==> config.mk <==
export PLATFORM = sky130hd
export DESIGN_NAME = alu16_csa
export DESIGN_NICKNAME = d
export VERILOG_FILES = /design/src/rtl/alu_csa_pkg.sv /design/src/rtl/csa_compress.sv /design/src/rtl/cpa_final.sv /design/src/rtl/alu_arith.sv /design/src/rtl/alu_bitops.sv /design/src/rtl/alu16_csa.sv
export SDC_FILE = /design/constraint.sdc
export NUM_CORES = 1
export LEC_CHECK = 0
export ABC_AREA = 0
export BUFFER_PORTS_ARGS = -buffer_cell sky130_fd_sc_hd__buf_4
export CAP_MARGIN = 5
export CELL_PAD_IN_SITES_DETAIL_PLACEMENT = 1
export CELL_PAD_IN_SITES_GLOBAL_PLACEMENT = 1
export CORE_AREA = 2 2 105 107
export CTS_CLUSTER_DIAMETER = 60
export DETAILED_ROUTE_END_ITERATION = 10
export DIE_AREA = 0 0 107 109
export HOLD_SLACK_MARGIN = 0.1
export PLACE_DENSITY = 0.84
export SYNTH_ARGS = -nofsm -noshare
export SYNTH_HDL_FRONTEND = slang
export SYNTH_HIERARCHICAL = 1
export SYNTH_SLANG_ARGS = --single-unit
==> constraint.sdc <==
create_clock -name clk -period 5.65 [get_ports clk]
set_input_delay 0 -clock clk [delete_from_list [all_inputs] [get_ports clk]]
set_output_delay 0 -clock clk [all_outputs]
set_load 0.01 [all_outputs]
==> src/rtl/alu_csa_pkg.sv <==
package alu_csa_pkg;

  localparam int OPW = 4;

  typedef enum logic [OPW-1:0] {
    OP_ADD = 4'd0,
    OP_SUB = 4'd1,
    OP_INC = 4'd2,
    OP_DEC = 4'd3,
    OP_SHL = 4'd4,
    OP_SHR = 4'd5,
    OP_MUL = 4'd6,
    OP_AND = 4'd7,
    OP_OR  = 4'd8,
    OP_NOT = 4'd9,
    OP_XOR = 4'd10
  } alu_op_e;

  function automatic logic is_add_type(input alu_op_e op);
    return (op == OP_ADD) || (op == OP_SUB) || (op == OP_INC) || (op == OP_DEC);
  endfunction

endpackage

==> src/rtl/csa_compress.sv <==
module csa_compress #(
  parameter int W = 16
) (
  input  logic [W-1:0] x_in,
  input  logic [W-1:0] y_in,
  input  logic [W-1:0] z_in,
  output logic [W-1:0] sum_w,
  output logic [W-1:0] cry_w
);

  localparam int CW = W + 2;

  // independent 3:2 cell per bit position, no carry moves sideways
  for (genvar i = 0; i < W; i++) begin : g_cell
    assign sum_w[i] = x_in[i] ^ y_in[i] ^ z_in[i];
    assign cry_w[i] = (x_in[i] & y_in[i]) | (x_in[i] & z_in[i]) | (y_in[i] & z_in[i]);
  end

  logic [CW-1:0] lhs_chk, rhs_chk;
  always_comb begin
    lhs_chk = CW'(sum_w) + (CW'(cry_w) << 1);
    rhs_chk = CW'(x_in) + CW'(y_in) + CW'(z_in);
    // compressed pair must carry the full three-input total
    assert_csa_sum_R12: assert (lhs_chk == rhs_chk);
  end

endmodule

==> src/rtl/cpa_final.sv <==
module cpa_final #(
  parameter int W = 16
) (
  input  logic [W-1:0] sum_w,
  input  logic [W-1:0] cry_w,
  output logic [W:0]   total
);

  // carry word weighs one position higher than the sum word
  assign total = {1'b0, sum_w} + {cry_w, 1'b0};

endmodule

==> src/rtl/alu_arith.sv <==
module alu_arith
  import alu_csa_pkg::*;
#(
  parameter int W = 16
) (
  input  alu_op_e      op,
  input  logic [W-1:0] a_in,
  input  logic [W-1:0] b_in,
  output logic [W:0]   total
);

  localparam logic [W-1:0] ONE  = {{(W-1){1'b0}}, 1'b1};
  localparam logic [W-1:0] ZERO = '0;
  localparam logic [W-1:0] ONES = '1;

  logic [W-1:0] y_sel, z_sel;
  logic [W-1:0] s_w, c_w;

  always_comb begin
    unique case (op)
      OP_SUB:  begin y_sel = ~b_in; z_sel = ONE;  end
      OP_INC:  begin y_sel = ZERO;  z_sel = ONE;  end
      OP_DEC:  begin y_sel = ONES;  z_sel = ZERO; end
      default: begin y_sel = b_in;  z_sel = ZERO; end
    endcase
  end

  csa_compress #(.W(W)) u_csa (
    .x_in  (a_in),
    .y_in  (y_sel),
    .z_in  (z_sel),
    .sum_w (s_w),
    .cry_w (c_w)
  );

  cpa_final #(.W(W)) u_cpa (
    .sum_w (s_w),
    .cry_w (c_w),
    .total (total)
  );

endmodule

==> src/rtl/alu_bitops.sv <==
module alu_bitops
  import alu_csa_pkg::*;
#(
  parameter int W = 16
) (
  input  alu_op_e      op,
  input  logic [W-1:0] a_in,
  input  logic [W-1:0] b_in,
  output logic [W-1:0] res,
  output logic         shift_out
);

  always_comb begin
    shift_out = 1'b0;
    unique case (op)
      OP_SHL:  begin res = {a_in[W-2:0], 1'b0}; shift_out = a_in[W-1]; end
      OP_SHR:  begin res = {1'b0, a_in[W-1:1]}; shift_out = a_in[0];   end
      OP_AND:  res = a_in & b_in;
      OP_OR:   res = a_in | b_in;
      OP_NOT:  res = ~a_in;
      OP_XOR:  res = a_in ^ b_in;
      default: res = '0;
    endcase
  end

endmodule

==> src/rtl/alu16_csa.sv <==
module alu16_csa
  import alu_csa_pkg::*;
#(
  parameter int W = 16,
  localparam int RW = 2 * W
) (
  input  logic          clk,
  input  logic          rst,
  input  logic [W-1:0]  op_a,
  input  logic [W-1:0]  op_b,
  input  logic [3:0]    opcode,
  input  logic [RW-1:0] mul_product,
  output logic [RW-1:0] result,
  output logic          carry_flag,
  output logic          zero_flag
);

  localparam logic [RW-W-1:0] UPPER_ZERO = '0;

  alu_op_e       op_e;
  logic [W:0]    arith_total;
  logic [W-1:0]  bit_res;
  logic          bit_carry;
  logic [RW-1:0] nxt_res;
  logic          nxt_carry;

  assign op_e = alu_op_e'(opcode);

  alu_arith #(.W(W)) u_arith (
    .op    (op_e),
    .a_in  (op_a),
    .b_in  (op_b),
    .total (arith_total)
  );

  alu_bitops #(.W(W)) u_bits (
    .op        (op_e),
    .a_in      (op_a),
    .b_in      (op_b),
    .res       (bit_res),
    .shift_out (bit_carry)
  );

  always_comb begin
    if (is_add_type(op_e)) begin
      nxt_res   = {UPPER_ZERO, arith_total[W-1:0]};
      nxt_carry = arith_total[W];
    end else if (op_e == OP_MUL) begin
      nxt_res   = mul_product;
      nxt_carry = 1'b0;
    end else begin
      nxt_res   = {UPPER_ZERO, bit_res};
      nxt_carry = bit_carry;
    end
  end

  always_ff @(posedge clk) begin
    if (rst) begin
      result     <= '0;
      carry_flag <= 1'b0;
      zero_flag  <= 1'b1;
    end else begin
      result     <= nxt_res;
      carry_flag <= nxt_carry;
      zero_flag  <= (nxt_res == '0);
    end
  end

  assert_shl_out_R6: assert property (@(posedge clk) disable iff (rst)
    (opcode == 4'd4) |=> (carry_flag == $past(op_a[W-1])));

  assert_shr_out_R7: assert property (@(posedge clk) disable iff (rst)
    (opcode == 4'd5) |=> (carry_flag == $past(op_a[0])));

  assert_mul_pass_R8: assert property (@(posedge clk) disable iff (rst)
    (opcode == 4'd6) |=> (result == $past(mul_product) && !carry_flag));

  assert_logic_flags_R9: assert property (@(posedge clk) disable iff (rst)
    (opcode >= 4'd7 && opcode <= 4'd10) |=> (!carry_flag && result[RW-1:W] == '0));

  assert_unused_op_R10: assert property (@(posedge clk) disable iff (rst)
    (opcode > 4'd10) |=> (result == '0 && !carry_flag && zero_flag));

  assert_zero_flag_R11: assert property (@(posedge clk) disable iff (rst)
    zero_flag == (result == '0));

endmodule

---- Word-level counts from Yosys, hierarchy flattened ----
Index checks and enable logic that the tools add are counted.
storage, ports and cells
  register bits after elaboration ......... 34
  latch bits .............................. 0
  RAM bits ................................ 0
  memory bits (read-only) ................. 0
  input port bits ......................... 70
  output and inout bits ................... 34
  word-level logic and storage cells ...... 145
  memories kept ........................... 0
operators by class
  add/subtract/negate cells ............... 1
  multipliers ............................. 0
  divide/modulo/power cells ............... 0
  magnitude comparators ................... 0
  equality and inequality tests ........... 10
  shift-type cells ........................ 0
  mux-type cells .......................... 8
  bitwise logic cells ..................... 117
  reductions and logical operators ........ 6
operators with widths
  kind                                            number
  case mux 16 bit (6 select lines)                1
  2-to-1 mux 32 bit                               2
  case mux 16 bit (3 select lines)                1
  logical NOT 32 bit                              1
  inverter 16 bit                                 2
  bitwise OR 1 bit                                32
  AND 1 bit (second input constant)               30
  AND 1 bit                                       18
  adder 16 x 17 -> 17 bit                         1
  bitwise XOR 1 bit                               17
  AND 16 bit                                      1
  == test 4 x 3 -> 1 bit (second input constant)  4
  bitwise OR 16 bit                               1
  bitwise XOR 16 bit                              1
  bitwise XOR 1 bit (second input constant)       15
  == test 4 bit (second input constant)           3
  == test 4 x 2 -> 1 bit (second input constant)  2
  == test 4 x 1 -> 1 bit (second input constant)  1
  logical NOT 4 bit                               1
  logical OR 1 bit                                3
  2-to-1 mux 1 bit                                3
  case mux 1 bit (2 select lines)                 1
  OR reduction 2 bit                              1

---- Logic depth before layout (Yosys ltp) ----
Gate-level depths: netlist of the first run.
  depth after elaboration ................. 9
  mapped depth ............................ 17
  mapped depth without buffers ............ 15

---- Modules after synthesis ----
The synthesis of the first run kept the hierarchy.
modules (own cells, without submodules)
  module        times used  cells an instance  area an instance (µm²)  sequential area each (µm²)
  alu16_csa     1           155                1534.0                  680.7
  alu_bitops    1           172                1396.3                  0.0
  cpa_final     1           101                763.2                   0.0
  alu_arith     1           80                 576.8                   0.0
  csa_compress  1           16                 320.3                   0.0

---- Worst setup path after synthesis of the first run ----
No wires, ideal clock.
  path type ............................... input to register
  from .................................... in opcode[2]
  to ...................................... reg zero_flag
  setup time .............................. 96 ps
  arrival time ............................ 3505 ps
  required time ........................... 5554 ps
  path slack .............................. 2050 ps
  stages .................................. 16
  path buffers ............................ 1
  cell sequence ........................... buf_2 or4b_1 nand4_1 fa_1 ha_1 fa_1 a21o_1 a31oi_1 nor2_1 a211oi_1 xnor2_1 o22ai_1 a21oi_2 a2111oi_4 o211ai_1 o41ai_2
on the way
  elaborated cells on any way between the ends .. 115
  classes of those cells .................. 1 x add/sub; 10 x eq/ne; 5 x mux; 93 x bitwise; 6 x reduce/logical
RTL lines
  what                                                              line                text
  start: declaration                                                alu16_csa.sv:11     input logic [3:0] opcode,
  == test 4 x 2 -> 1 bit or == test 4 x 1 -> 1 bit (tied branches)  alu_arith.sv:20     unique case (op)
  case mux 16 bit (3 select lines) *                                alu_arith.sv:20
  via u_arith.y_sel[1]                                              alu_arith.sv:16     logic [W-1:0] y_sel, z_sel;
  bitwise XOR 1 bit * (2 in a row)                                  csa_compress.sv:15  assign sum_w[i] = x_in[i] ^ y_in[i] ^ z_in[i];
  via u_arith.s_w[1]                                                alu_arith.sv:17     logic [W-1:0] s_w, c_w;
  adder 16 x 17 -> 17 bit *                                         cpa_final.sv:10     assign total = {1'b0, sum_w} + {cry_w, 1'b0};
  via arith_total[15]                                               alu16_csa.sv:21     logic [W:0] arith_total;
  2-to-1 mux 32 bit *                                               alu16_csa.sv:45     if (is_add_type(op_e)) begin
  logical NOT 32 bit *                                              alu16_csa.sv:65     zero_flag <= (nxt_res == '0);
  end signal: assignment                                            alu16_csa.sv:65
  end: declaration                                                  alu16_csa.sv:15     output logic zero_flag
The timed path passes the listed nets; every way through them passes the cells marked *.
A chain may end at the register's enable or synchronous reset.

---- Worst setup path in the final report of the first run ----
Ends and elaborated chain as after synthesis.

==> summary.md, run 1 <==
| Metric | Value |
|---|---|
| Mapped Area | `4591 um2` |
| Fmax achieved | `approximately 240 MHz` |
| Final core occ | `0.5306` |
| PwrDens | `approximately 200 nW/um2` |
| Max Cap Viol | `0` |
| Pins Over Slew Limit | `0` |
| Storage cell area | `680.7 um2` |
| Area of the multi-input gates | `around 3600 um2` |
| Residual DRC | `0` |
| Rel. slew slack | `0.4577` |
| Nets@finish | `761` |
| Non-filler cells in the finished layout | `between 700 and 800` |
| Seq/Total Area, Yosys | `0.1483` |
| Setup crit start | `opcode[2]` |
| CTS sink cnt | `34` |
| Largest net degree at the start of global routing | `slightly below 70` |
| Die Ht | `roughly 110 um` |
| All-Layer GR Usage | `0.2886` |
| Reg clk slew, reported paths | `approximately 70 ps` |
| Most frequent cells after synthesis | `47 x ha_1, 38 x inv_1, 34 x dfxtp_1, 25 x o21ai_0` |
| WP data arrival | `4330 ps` |
| Post-CTS Setup Inserts | `0` |
| Main flop type after synthesis | `dfxtp_1` |
| Count leader, synth | `ha_1` |
| Initial Util | `0.4330` |
| Finished Cell Area | `approximately 5600 um2` |
| Total wire length | `roughly 16 mm` |
| Placed instance count | `approximately 740` |
| Endpoints failing hold | `0` |
| WS Path Type | `in2reg` |
| Num CTS Buffers | `5` |
| Final period util | `0.7312` |
| CTS resizes | `0` |
| GR Overflow Total | `0` |
| FILL cells | `about 1300` |
| DRT Pass-1 Iters | `5` |
| Routed wire per std cell | `approximately 21 um` |
| Layout cells sized above 1 | `0.2404` |
| Pre-CTS setup slack | `about 1200 ps` |
| Register bit total from synthesis | `34` |
| I/O pin count | `~100` |
| Hold crit path type | `in2reg` |
| PortBufs | `slightly above 100` |
| Post-synth EDFFs | `0` |
| Syn avg cell area | `between 8 and 9 um2` |
| Buffer levels on the longest clock path | `2` |
| PnR worst setup slack | `between 1500 and 2000 ps` |
| Dominant cell type by area after synthesis | `dfxtp_1` |
| Max IR drop VDD | `~0.10 mV` |
| Placed cell area | `5364 um2` |
| Synthesis-to-layout area growth | `22.54%` |
| H-tree depth | `2` |
| Synth Instances | `524` |
| Clock root cell | `clkbuf_8` |
| Initial antenna violation count | `0` |
| Initial DRC count | `approximately 210` |
| Setup TNS | `0 ps` |
| Synth unique cells | `75` |
| GPL Wtd Cong | `approximately 0.93` |
| Vias in the first global route | `roughly 5000` |
| CP max FO | `67` |
| Antenna Cells | `0` |
| Area contributors post-synth | `dfxtp_1 15%, ha_1 13%, fa_1 7.4%, or4b_1 3.5%, inv_1 3.1%` |
| Post-CTS Hold Buffers | `17` |
| # setup viols final | `0` |
| Critical path data required time | `5850 ps` |
| Outcome | `finished, final reports clean` |
| First-pass GRT wire length | `~26 mm` |
| HPWL after DPL | `around 12 mm` |
| Least-Margin Pin Slew | `between 800 and 900 ps` |
| Yosys warnings | `6` |
| Die area | `about 12000 um2` |
| Die Width | `between 100 and 150 um` |
| DR vias | `about 4700` |
| Crit end category | `register` |
| Top-area cell type share of the netlist area | `0.1483` |
| Leakage power | `~0.0026 uW` |
| DRT antenna net count | `0` |
| Via-to-Cell Ratio | `slightly above 6` |
| CTS tree | `done` |
| CP Launch Type | `input pin` |
| RSZ-0062 raised after global routing | `false` |
| Core region area | `10600 um2` |
| Worst setup endpoint | `zero_flag` |
| Post-synth ARST share | `0` |
| Tmin final | `roughly 4100 ps` |
| # rows | `38` |
==> power by group <==
part | total [uW] | internal [uW] | switching [uW]
clock | 192 | 98.3 | 93.5
sequential | 259 | 254 | 4.88
combinational | 649 | 277 | 372
==> registers in the layout, summed over array words and instances, names as in the netlist <==
register / flops
carry_flag: 1
result: 32
zero_flag: 1
==> cell families (layout without fill, tap and decap cells) <==
logic type,count (synthesis),in the layout,share of synthesized area
AOI/OAI and AO/OA,157,157,0.2696
xor gates and xnor gates,13,13,0.02480
adders and majority gates,64,64,0.2022
buffers and inverters,77,167,0.08231
DFF,34,34,0.1483
muxes,12,12,0.02698
other,1,15,0.0008169
and+or+nand+nor,166,166,0.2450
==> through the flow <==
step / hold WS [ps] / total power (uW)
after floorplan: 121.7 / 695.8
after CTS: 149.4 / 1087
after global placement: 214.4 / 861.9
after global routing: 172.6 / 1180
after detailed placement: 219.7 / 891.9
final: 165.8 / 1100
==> metal layers <==
metal / share of wire / global-route usage / up-vias
li1: - / - / 2195
met1: 0.42 / 0.3605 / 2316
met2: 0.49 / 0.5127 / 193
met3: 0.060 / 0.03527 / 34
met4: 0.026 / 0.1020 / 0
met5: 0 / 0 / -
==> layout make-up <==
type	instances	area share
sequential	34	0.1210
tap	140	0.03114
inverter	38	0.02536
clock buffer	7	0.01535
clock inverter	1	0.0008897
multi-input combinational	427	0.6372
timing repair buffer	121	0.1690
==> worst max-delay path, stage by stage <==
cell	delay (ps)
buf_4	490
nand4bb_1	220
buf_4	230
nand4_1	130
fa_1	490
ha_1	270
fa_1	420
a21o_1	230
a31oi_1	260
nor2_1	80
a211oi_1	260
xnor2_1	100
o22ai_1	180
a21oi_2	90
a2111oi_4	330
o211ai_1	160
o41ai_2	360
==> layout by cell type, fill, tap and decap left out, types with 8 or more instances in the layout <==
master / instances
o221ai_1: 8
dfxtp_1: 34
nand2b_1: 11
nor2_1: 16
a21o_1: 8
o211a_1: 9
o21ai_0: 25
o211ai_1: 9
nand4_1: 19
or4b_1: 16
inv_1: 38
dlygate4sd3_1: 17
a2bb2oi_1: 9
fa_1: 17
nand2_1: 19
o221a_2: 12
a21oi_1: 17
mux2i_1: 9
conb_1: 15
nand3b_1: 8
buf_4: 104
or3b_1: 11
and2_1: 19
ha_1: 47
==> how the worst min path moves through the flow <==
stage | startpoint | to | slack, ps | depth (start not counted)
5_1_grt | mul_product[5] | result[5] | 170 | 3
2_1_floorplan | mul_product[16] | result[16] | 120 | 1
6_report | mul_product[14] | result[14] | 170 | 3
4_1_cts | mul_product[5] | result[5] | 150 | 3
3_5_place_dp | mul_product[29] | result[29] | 220 | 2
3_3_place_gp | mul_product[26] | result[26] | 210 | 2
No activity file was read; power rests on OpenSTA's default activity.
==> inputs of run 2 (changes only) <==
--- a/config.mk
+++ b/config.mk
@@ -5,17 +5,17 @@
 export SDC_FILE = /design/constraint.sdc
 export NUM_CORES = 1
 export LEC_CHECK = 0
-export ABC_AREA = 0
+export ABC_AREA = 1
 export BUFFER_PORTS_ARGS = -buffer_cell sky130_fd_sc_hd__buf_4
 export CAP_MARGIN = 5
 export CELL_PAD_IN_SITES_DETAIL_PLACEMENT = 1
 export CELL_PAD_IN_SITES_GLOBAL_PLACEMENT = 1
-export CORE_AREA = 2 2 105 107
+export CORE_AREA = 2 2 115 117
 export CTS_CLUSTER_DIAMETER = 60
 export DETAILED_ROUTE_END_ITERATION = 10
-export DIE_AREA = 0 0 107 109
+export DIE_AREA = 0 0 117 119
 export HOLD_SLACK_MARGIN = 0.1
-export PLACE_DENSITY = 0.84
+export PLACE_DENSITY = 0.78
 export SYNTH_ARGS = -nofsm -noshare
 export SYNTH_HDL_FRONTEND = slang
 export SYNTH_HIERARCHICAL = 1
==> constraint.sdc (replaced) <==
create_clock -name clk -period 4.29 [get_ports clk]
set_input_delay 0 -clock clk [delete_from_list [all_inputs] [get_ports clk]]
set_output_delay 0 -clock clk [all_outputs]
set_load 0.01 [all_outputs]
==> run 2 against run 1 <==
Effect of this change: count of clock-buffer cells in the layout decreased by 1; power increased by 38%; via count increased by 12%; cell count increased by 40%; flip-flop and latch count unchanged; clock power increased by 120%; combinational power increased by 18%; worst hold slack got worse by 60 ps; design area increased by 4.9%; largest cell class unchanged; highest routed layer unchanged.
==> summary.md, run 2 <==
| Metric | Value |
|---|---|
| Outcome | `finished, final reports clean (unchanged)` |
| Most frequent cells after synthesis | `243 x nand2_1, 129 x nand3_1, 124 x inv_1, 59 x nor2_1, 47 x ha_1 (was 47 x ha_1, 38 x inv_1, 34 x dfxtp_1, 25 x o21ai_0)` |
| Count leader, synth | `nand2_1 (was ha_1)` |
| Vias in the first global route | `5684 (was 4957)` |
| CTS tree | `done (unchanged)` |
| # setup viols final | `0 (unchanged)` |
| # rows | `42 (was 38)` |
| Reg clk slew, reported paths | `50 ps (was 70 ps)` |
| PwrDens | `257.8 nW/um2 (was 195.5 nW/um2)` |
| Fmax achieved | `348.0 MHz` |
| Mapped Area | `4702 um2 (was 4591 um2)` |
| Least-Margin Pin Slew | `975.4 ps (was 810.4 ps)` |
| Total wire length | `16.58 mm (was 16.47 mm)` |
| Initial Util | `0.3652 (was 0.4330)` |
| Crit end category | `register (unchanged)` |
| Buffer levels on the longest clock path | `2 (unchanged)` |
| Most common cell after layout, fill and taps aside | `nand2_1 (was buf_4)` |
| DRT Pass-1 Iters | `4 (was 5)` |
| DRT antenna net count | `0 (unchanged)` |
| Critical path cell sequence | `buf_4 > inv_2 > nand2_2 > nand2_4 > nand2_1 > nand2_1 > fa_1 > ha_1 > fa_1 > nand2_1 > nand3_1 > nand3_1 > nand2_1 > nand2_1 > nand2_1 > nand2_1 > nand2_1 > nand2_1 > nand2_1 > nor2_1 > nand2_1 > nor2_1 > nand3_1 > nand2_1 (was buf_4 > nand4bb_1 > buf_4 > nand4_1 > fa_1 > ha_1 > fa_1 > a21o_1 > a31oi_1 > nor2_1 > a211oi_1 > xnor2_1 > o22ai_1 > a21oi_2 > a2111oi_4 > o211ai_1 > o41ai_2)` |
| Final core occ | `0.4582 (was 0.5306)` |
| PortBufs | `103 (unchanged)` |
| Biggest regs | `result (32), carry_flag (1), zero_flag (1) (unchanged)` |
| Via-to-Cell Ratio | `4.928 (was 6.169)` |
| Nets@finish | `1033 (was 761)` |
| Main flop type after synthesis | `dfxtp_1 (unchanged)` |
| Max Cap Viol | `0 (unchanged)` |
| Register bit total from synthesis | `34 (unchanged)` |
| Top register by number of flip-flops | `result (unchanged)` |
| Die Ht | `119 um (was 109 um)` |
| CP max FO | `18 (was 67)` |
| Max incr delay on CP | `420 ps (was 490 ps)` |
| Hold crit path type | `in2reg (unchanged)` |
| Pins Over Slew Limit | `0 (unchanged)` |
| CP Launch Type | `input pin (unchanged)` |
| Synthesis-to-layout area growth | `25.47% (was 22.54%)` |
| H-tree depth | `2 (unchanged)` |
| WS Path Type | `in2reg (unchanged)` |
| Largest net degree at the start of global routing | `46 (was 68)` |
| Final period util | `0.6698` |
| Yosys warnings | `6 (unchanged)` |
| GR Overflow Total | `0 (unchanged)` |
| First-pass GRT wire length | `27.69 mm (was 26.20 mm)` |
| Num CTS Buffers | `5 (unchanged)` |
| I/O pin count | `104 (unchanged)` |
| Most used cell, CP | `nand2_1` |
| Top-area cell type share of the netlist area | `0.1940 (was 0.1483)` |
| All-Layer GR Usage | `0.2482 (was 0.2886)` |
| Endpoints failing hold | `0 (unchanged)` |
| FILL cells | `1792 (was 1251)` |
| Post-synth ARST share | `0 (unchanged)` |
| DR vias | `5298 (was 4738)` |
| Most frequent cells in the layout | `243 x nand2_1, 129 x nand3_1, 124 x inv_1 (was 104 x buf_4, 47 x ha_1, 38 x inv_1)` |
| Antenna Cells | `0 (unchanged)` |
| Core region area | `12870 um2 (was 10600 um2)` |
| GPL Wtd Cong | `0.9066 (was 0.9316)` |
| WP data arrival | `3100 ps (was 4330 ps)` |
| Initial DRC count | `261 (was 207)` |
| Die area | `13920 um2 (was 11660 um2)` |
| Critical path data required time | `4510 ps (was 5850 ps)` |
| PnR worst setup slack | `1416 ps (was 1519 ps)` |
| CTS sink cnt | `34 (unchanged)` |
| Layout cells sized above 1 | `0.1691 (was 0.2404)` |
| Rel. slew slack | `0.3482 (was 0.4577)` |
| Tmin final | `2874 ps` |
| Post-synth EDFFs | `0 (unchanged)` |
| Area contributors post-synth | `nand2_1 19%, dfxtp_1 14%, nand3_1 14%, ha_1 13%, inv_1 9.9% (was dfxtp_1 15%, ha_1 13%, fa_1 7.4%, or4b_1 3.5%, inv_1 3.1%)` |
| Synth Instances | `788 (was 524)` |
| Syn avg cell area | `5.967 um2 (was 8.761 um2)` |
| Leakage power | `0.003364 uW (was 0.002556 uW)` |
| Dominant cell type by area after synthesis | `nand2_1 (was dfxtp_1)` |
| Seq/Total Area, Yosys | `0.1448 (was 0.1483)` |
| Pre-CTS setup slack | `1120 ps (was 1210 ps)` |
| HPWL after DPL | `12.79 mm (was 12.29 mm)` |
| Clock root cell | `clkbuf_16 (was clkbuf_8)` |
| Residual DRC | `0 (unchanged)` |
| Die Width | `117 um (was 107 um)` |
| Max reg flops | `32 (unchanged)` |
| Hold Path End | `result[23] (was result[14])` |
| Hold path start | `rst (was mul_product[14])` |
| Hold-critical path depth | `2 (was 3)` |
| Slowest stage cell, crit path | `fa_1 (was buf_4)` |
| Routed wire per std cell | `15.43 um (was 21.44 um)` |
| Initial antenna violation count | `0 (unchanged)` |
| Setup TNS | `0 ps (unchanged)` |
| Max IR drop VDD | `0.1475 mV (was 0.1047 mV)` |
| Synth unique cells | `31 (was 75)` |
| RSZ-0062 raised after global routing | `false (unchanged)` |
run 2: final cells by class:
cell class,instances,area (um2),area share
tap,176,220.2,0.03733
timing repair buffer,122,958.4,0.1625
multi-input combinational,599,3357,0.5690
clock inverter,1,30.03,0.005090
inverter,137,514.2,0.08717
sequential,34,680.7,0.1154
clock buffer,6,138.9,0.02354
run 2: worst max path at each step:
stage               from   endpoint  slack [ps]  cells after the start
2_1_floorplan  opcode[0]  zero_flag        1690                     25
3_3_place_gp   opcode[3]  zero_flag        1270                     23
3_5_place_dp   opcode[1]  zero_flag        1120                     24
4_1_cts        opcode[1]  zero_flag        1420                     24
5_1_grt        opcode[1]  zero_flag        1140                     24
6_report       opcode[1]  zero_flag        1420                     24
run 2: critical path, delay by kind of cell:
family,cells,cell delay [ps]
adders and majority gates,3,1060
buffers and inverters,2,380
and+or+nand+nor,19,1660
run 2: metal layers:
layer | global-route usage | share of wire | routed length [um] | vias up
met1 | 0.3030 | 0.42 | 6995 | 2531
met4 | 0.06618 | 0.025 | 407 | 0
met3 | 0.02595 | 0.033 | 549 | 25
met2 | 0.4556 | 0.52 | 8630 | 103
met5 | 0 | 0 | 0 | -
li1 | - | - | - | 2639
run 2: per-stage QoR:
step	instances	total power, uW	hold WS [ps]	cell area (um2)
after global routing	1075	1649	122.2	5899
after detailed placement	1051	1099	234.9	5560
final	1075	1521	105.4	5899
after CTS	1075	1527	103.1	5899
after floorplan	802	852.8	120.5	4755
after global placement	1051	1075	225.8	5560
run 2: what timing repair did:
action / CTS / global route
hold buffers: 17 / 0
resized for setup: 0 / 0
endpoints found under the setup margin: 0 / 0
endpoints found under the hold margin: 17 / 0
buffers inserted: 0 / 0
run 2: logic make-up after synthesis:
logic type,Yosys count,share of synthesized area
compound gates,52,0.05801
other cells,1,0.0007975
buf+inv,169,0.1530
simple gates,461,0.4329
fa+ha+maj,64,0.1974
xor+xnor,7,0.01304
flops,34,0.1448
run 2: power breakdown:
| group | switching (uW) | internal [uW] |
|---|---|---|
| clock | 127 | 286 |
| combinational | 479 | 286 |
| sequential | 6.25 | 336 |
| total | 612 | 909 |
